===== src/rtl/swirq_pkg.sv =====
package swirq_pkg;

    parameter int SWI_W        = 17;
    parameter int LVL_W        = 4;
    parameter int FIXED_THRESH = 14;

    localparam int TOP_IDX = SWI_W - 1;

    typedef logic [SWI_W-1:0] swi_vec_t;
    typedef logic [LVL_W-1:0] lvl_t;

    typedef struct packed {
        swi_vec_t req;
        lvl_t     lvl;
        swi_vec_t pend;
    } gate_state_t;

endpackage


===== src/rtl/swirq_update.sv =====
module swirq_update
    import swirq_pkg::*;
(
    input  logic     clk,
    input  logic     rst_n,
    input  swi_vec_t cur_i,
    input  logic     rep_we_i,
    input  swi_vec_t rep_data_i,
    input  logic     or_we_i,
    input  swi_vec_t or_mask_i,
    input  logic     ko_we_i,
    input  swi_vec_t ko_mask_i,
    input  logic     evt_hi_i,
    input  logic     evt_lo_i,
    output swi_vec_t nxt_o
);

    swi_vec_t after_rep;
    swi_vec_t after_or;
    swi_vec_t after_ko;
    swi_vec_t evt_bits;

    // Timer event bits placed at the two ends of the vector
    generate
        for (genvar n = 0; n < SWI_W; n++) begin : g_evt
            if (n == TOP_IDX) begin : g_top
                assign evt_bits[n] = evt_hi_i;
            end else if (n == 0) begin : g_bot
                assign evt_bits[n] = evt_lo_i;
            end else begin : g_mid
                assign evt_bits[n] = 1'b0;
            end
        end
    endgenerate

    // Software ports in fixed order: replace, OR-in, knock-out
    always_comb begin
        after_rep = rep_we_i ? rep_data_i : cur_i;
        after_or  = or_we_i ? (after_rep | or_mask_i) : after_rep;
        after_ko  = ko_we_i ? (after_or & ~ko_mask_i) : after_or;
        nxt_o     = after_ko | evt_bits;
    end

    // The register follows nxt_o one edge later (checked through cur_i)
    AST_OR_RAISES: assert property (@(posedge clk) disable iff (!rst_n)
        (or_we_i && !ko_we_i) |=> ((cur_i & $past(or_mask_i)) == $past(or_mask_i)));

    AST_KO_DROPS: assert property (@(posedge clk) disable iff (!rst_n)
        (ko_we_i && !evt_hi_i && !evt_lo_i) |=> ((cur_i & $past(ko_mask_i)) == '0));

    AST_TMR_HI: assert property (@(posedge clk) disable iff (!rst_n)
        evt_hi_i |=> cur_i[TOP_IDX]);

    AST_TMR_LO: assert property (@(posedge clk) disable iff (!rst_n)
        evt_lo_i |=> cur_i[0]);

endmodule


===== src/rtl/swirq_filter.sv =====
module swirq_filter
    import swirq_pkg::*;
(
    input  swi_vec_t req_i,
    input  lvl_t     lvl_i,
    output swi_vec_t pend_o
);

    logic [31:0] lvl_ext;
    assign lvl_ext = 32'(lvl_i);

    generate
        for (genvar n = 0; n < SWI_W; n++) begin : g_gate
            if (n == 0 || n == TOP_IDX) begin : g_fixed
                assign pend_o[n] = req_i[n] && (lvl_ext < 32'(FIXED_THRESH));
            end else begin : g_indexed
                assign pend_o[n] = req_i[n] && (32'(n) > lvl_ext);
            end
        end
    endgenerate

endmodule


===== src/rtl/swirq_gate.sv =====
module swirq_gate
    import swirq_pkg::*;
(
    input  logic                 clk,
    input  logic                 rst_n,
    input  logic                 rep_we,
    input  logic [SWI_W-1:0]     rep_data,
    input  logic                 or_we,
    input  logic [SWI_W-1:0]     or_mask,
    input  logic                 ko_we,
    input  logic [SWI_W-1:0]     ko_mask,
    input  logic                 lvl_we,
    input  logic [LVL_W-1:0]     lvl_data,
    input  logic                 tmr_hi_evt,
    input  logic                 tmr_lo_evt,
    output logic [SWI_W-1:0]     req_q_o,
    output logic [LVL_W-1:0]     lvl_q_o,
    output logic [SWI_W-1:0]     pend_o
);

    gate_state_t st_d;
    gate_state_t st_q;
    swi_vec_t    req_nxt;
    swi_vec_t    pend_nxt;

    swirq_update u_update (
        .clk        (clk),
        .rst_n      (rst_n),
        .cur_i      (st_q.req),
        .rep_we_i   (rep_we),
        .rep_data_i (rep_data),
        .or_we_i    (or_we),
        .or_mask_i  (or_mask),
        .ko_we_i    (ko_we),
        .ko_mask_i  (ko_mask),
        .evt_hi_i   (tmr_hi_evt),
        .evt_lo_i   (tmr_lo_evt),
        .nxt_o      (req_nxt)
    );

    // Gate evaluated on the next register and level, so pend_q tracks them
    swirq_filter u_filter (
        .req_i  (req_nxt),
        .lvl_i  (st_d.lvl),
        .pend_o (pend_nxt)
    );

    always_comb begin
        st_d      = st_q;
        st_d.req  = req_nxt;
        st_d.lvl  = lvl_we ? lvl_data : st_q.lvl;
        st_d.pend = pend_nxt;
    end

    always_ff @(posedge clk) begin
        if (!rst_n) begin
            st_q <= '0;
        end else begin
            st_q <= st_d;
        end
    end

    assign req_q_o = st_q.req;
    assign lvl_q_o = st_q.lvl;
    assign pend_o  = st_q.pend;

    AST_PEND_SUBSET: assert property (@(posedge clk) disable iff (!rst_n)
        ((pend_o & ~req_q_o) == '0));

    AST_ENDS_MASKED: assert property (@(posedge clk) disable iff (!rst_n)
        (32'(lvl_q_o) >= 32'(FIXED_THRESH)) |-> (!pend_o[0] && !pend_o[TOP_IDX]));

    AST_TOP_LEVEL_MID: assert property (@(posedge clk) disable iff (!rst_n)
        (&lvl_q_o) |-> ((pend_o & ~{1'b1, {(SWI_W-2){1'b0}}, 1'b1}) == '0));

    AST_LVL_STORE: assert property (@(posedge clk) disable iff (!rst_n)
        lvl_we |=> (lvl_q_o == $past(lvl_data)));

    AST_REPLACE: assert property (@(posedge clk) disable iff (!rst_n)
        (rep_we && !or_we && !ko_we && !tmr_hi_evt && !tmr_lo_evt)
            |=> (req_q_o == $past(rep_data)));

    AST_IDLE_HOLD: assert property (@(posedge clk) disable iff (!rst_n)
        (!rep_we && !or_we && !ko_we && !lvl_we && !tmr_hi_evt && !tmr_lo_evt)
            |=> ($stable(req_q_o) && $stable(lvl_q_o) && $stable(pend_o)));

endmodule


===== config.mk =====
export PLATFORM = sky130hd
export DESIGN_NAME = swirq_gate
export DESIGN_NICKNAME = d
export VERILOG_FILES = /design/src/rtl/swirq_pkg.sv /design/src/rtl/swirq_update.sv /design/src/rtl/swirq_filter.sv /design/src/rtl/swirq_gate.sv
export SDC_FILE = /design/constraint.sdc
export NUM_CORES = 1
export LEC_CHECK = 0
export ABC_AREA = 1
export BUFFER_PORTS_ARGS = -buffer_cell sky130_fd_sc_hd__clkbuf_2
export CAP_MARGIN = 20
export CORE_MARGIN = 5
export CORE_UTILIZATION = 47
export CTS_CLUSTER_DIAMETER = 40
export DETAILED_ROUTE_END_ITERATION = 10
export PLACE_DENSITY = 0.85
export SYNTH_ARGS = -nofsm -noshare
export SYNTH_HDL_FRONTEND = slang
export SYNTH_SLANG_ARGS = --single-unit
export TNS_END_PERCENT = 50

===== constraint.sdc =====
create_clock -name clk -period 1.9 [get_ports clk]
set_input_delay 0.19 -clock clk [delete_from_list [all_inputs] [get_ports clk]]
set_output_delay 0.19 -clock clk [all_outputs]
set_load 0.005 [all_outputs]

==> impl_results.md <==
- Outcome: completed
- Placed cells: 373
- Worst reg2reg path depth: 5
- Met3 Resource Use GR: 0.0561
- Worst setup path endpoint: pend_o[15]$_SDFF_PN0_
- Vias in the first global route: 1830
- Most frequent cells in the layout: clkbuf_2 (100), nand2_1 (83), dfxtp_1 (38)
- CTS tree: done
- Switching part of the total: 0.266
- Worst VDD drop: 412 uV
- Met2 usage: 0.349
- Share of cells above drive strength 1: 0.417
- Sink Count: 38
- Hold-critical path depth: 4
- DRC viols: 0
- Synth Net Count: slightly below 300
- CTS Buf Count: 5
- Syn_area_per_cell: roughly 7.6 sq um
- Number of fill cells: approximately 340
- Reg-to-reg slack, setup: 0.81 ns
- Wirelength per Cell: 12.5 um
- WP data required: 2.08 ns
- Largest net degree at the start of global routing: 19
- Critical Path Fanout Max: 6
- Register area share after synthesis: 0.428
- Flop pwr share: 0.499
- Final Hold Viols: 0
- ANT nets after route: 0
- Clock power frac: 0.313
- Final worst path period need: 1.09 ns
- Cells after Synth: 234
- Row count: 22
- FF-to-FF End: pend_o[15]$_SDFF_PN0_
- Initial antenna violation count: 0
- Hpwl dp: roughly 4 mm
- Post-CTS Resized: 0
- Most common cell after layout, fill and taps aside: clkbuf_2
- Final setup viols: 0
- Via-to-Cell Ratio: roughly 4.7
- Startpoint type of the worst setup path: flop
- Multi-input logic area: 802 sq um
- Die ar.: 0.00511 sq mm
- Switching power: 466 uW
- All-layer global routing usage: 0.189
- Routability congestion estimate: 0.922
- ANT cells: 0
- Core ar.: 0.00366 sq mm
- Synth top area share: 0.428
- Final Max Tran Viols: 0
- CTS Hold Bufs: 0
- Fmax: 918 MHz
- Combinational Power Share: 0.189
- Longest Clk Path Bufs: 2
- Crit Path Category: flop to flop
- Worst-Skew Late Latency: 0.28 ns
- Async SR Flop Fraction: 0
- Fin nets: 395
- Area contributors post-synth: dfxtp_1 (43%), nand2_1 (18%), nor2_1 (5.1%)
- Final WL: between 4 and 5 mm
- Chip Width: 71.5 um
- Arrival time at the worst endpoint: around 1.3 ns
- Beginning of the critical path: lvl_q_o[3]$_SDFF_PN0_
- Netlist cell types: 25
- Detailed Routing Iterations Pass 1: 4
- Syn. warnings: 0
- Area Growth Syn to Fin: 30.7%
- Slew HR: 0.651
- Skew final: 0.00327 ns
- Via count: between 1500 and 2000
- CTS Root Cell: clkbuf_8
- # IOs: 101
- Crit end category: flop
- #FFs+latches synth: 38
- Post-route non-filler standard cell count: ~380
- Int Power: 1.29 mW
- Starting DRT DRC Count: 55
- Power Dens Cells: 757 mW/mm^2
- First-pass GRT wire length: 7.71 mm
- Initial cell density of the core: 0.485
- Register area: 761 sq um
- Max cap viols: 0
- R2r startpoint: lvl_q_o[3]$_SDFF_PN0_
- Hold Crit Class: input port to flop
- Leak pwr: 1.31 nW
- H-tree depth: 2
- Clock Pin Slew Worst Setup and Hold Paths: ~0.07 ns
- Prevailing post-synth register cell: dfxtp_1
- Die height: 71.5 um
- Synth area leader: dfxtp_1
- Grt ovf: 0
- Global route hottest layer: met2
- RSZ-0062 raised after global routing: no
- Met1 Usage GRT: 0.200
- PortBufs: 100
- Number of enable flip-flop cells after synthesis: 0
- Worst Max-Slew Pin Slew: 0.523 ns
- Post-route clock period utilization: 0.573
- Synthesized area: 0.00178 sq mm
- Setup_tns: 0 ns
- Post-CTS setup buffers: 0
-- power groups by stage --
stage	Combinational [mW]	Sequential (mW)	Clock, mW
after floorplan	0.191	0.896	0
after CTS	0.335	0.876	0.565
after global placement	0.327	0.892	0
after global routing	0.371	0.880	0.608
final	0.331	0.875	0.549
after detailed placement	0.334	0.893	0
-- per-layer routing --
metal	vias up	wire length, um
li1	911	-
met1	807	1880
met2	70	2410
met3	13	385
met4	0	98
met5	-	0
-- critical path: stages, from the launching register on --
cell and delay [ns]:
dfxtp_1 0.33, inv_1 0.07, o21ai_4 0.24, nand2_2 0.14, nor2_1 0.15, nor2_1 0.05
-- layout make-up --
class,instances,area share
clock inverter,1,0.00216
timing repair buffer,100,0.216
multi-input combinational,161,0.346
sequential,38,0.328
clock buffer,7,0.0372
tap,48,0.0259
inverter,26,0.0453
-- cells by family (layout without fill, tap and decap cells) --
kind of cell | Yosys count | after routing | synth area share
AO/OA/AOI/OAI | 22 | 22 | 0.105
buffers and inverters | 35 | 134 | 0.120
flip-flops | 38 | 38 | 0.428
AND/OR/NAND/NOR | 139 | 139 | 0.347
-- sequential cells by signal (all words and copies together), names as in the netlist --
signal,flops
lvl_q_o,4
pend_o,17
req_q_o,17
-- worst min-delay path by stage --
stage	to	from	slack, ns
after floorplan	req_q_o[0]$_SDFF_PN0_	rst_n	0.31
after global placement	req_q_o[0]$_SDFF_PN0_	rst_n	0.47
after detailed placement	req_q_o[0]$_SDFF_PN0_	rst_n	0.48
after CTS	req_q_o[0]$_SDFF_PN0_	rst_n	0.18
after global routing	pend_o[14]$_SDFF_PN0_	ko_mask[14]	0.20
final	req_q_o[8]$_SDFF_PN0_	ko_mask[8]	0.19
-- metrics by stage --
stage          setup slack [ns]   util  instance area, sq um  hold slack [ns]  power (mW)
3_3_place_gp              0.673  0.609                  2230            0.474        1.22
3_5_place_dp              0.611  0.609                  2230            0.483        1.23
2_1_floorplan             0.966      -                  1780            0.306        1.09
6_report                  0.811  0.634                  2320            0.189        1.75
5_1_grt                   0.775  0.634                  2320            0.195        1.86
4_1_cts                   0.820  0.634                  2320            0.183        1.78
-- cell usage after synthesis, types with 2 or more instances --
cell      number
nand2_1       83
dfxtp_1       38
nor2_1        24
inv_1         18
nand3_1       14
a21oi_1        9
a21oi_2        6
buf_6          4
inv_2          4
nand2_2        4
nand2_4        4
o21ai_2        4
and2_1         3
clkinv_1       3
nor2_2         3
buf_8          2
nand3_2        2
o21ai_4        2
No activity file was read; power rests on OpenSTA's default activity.
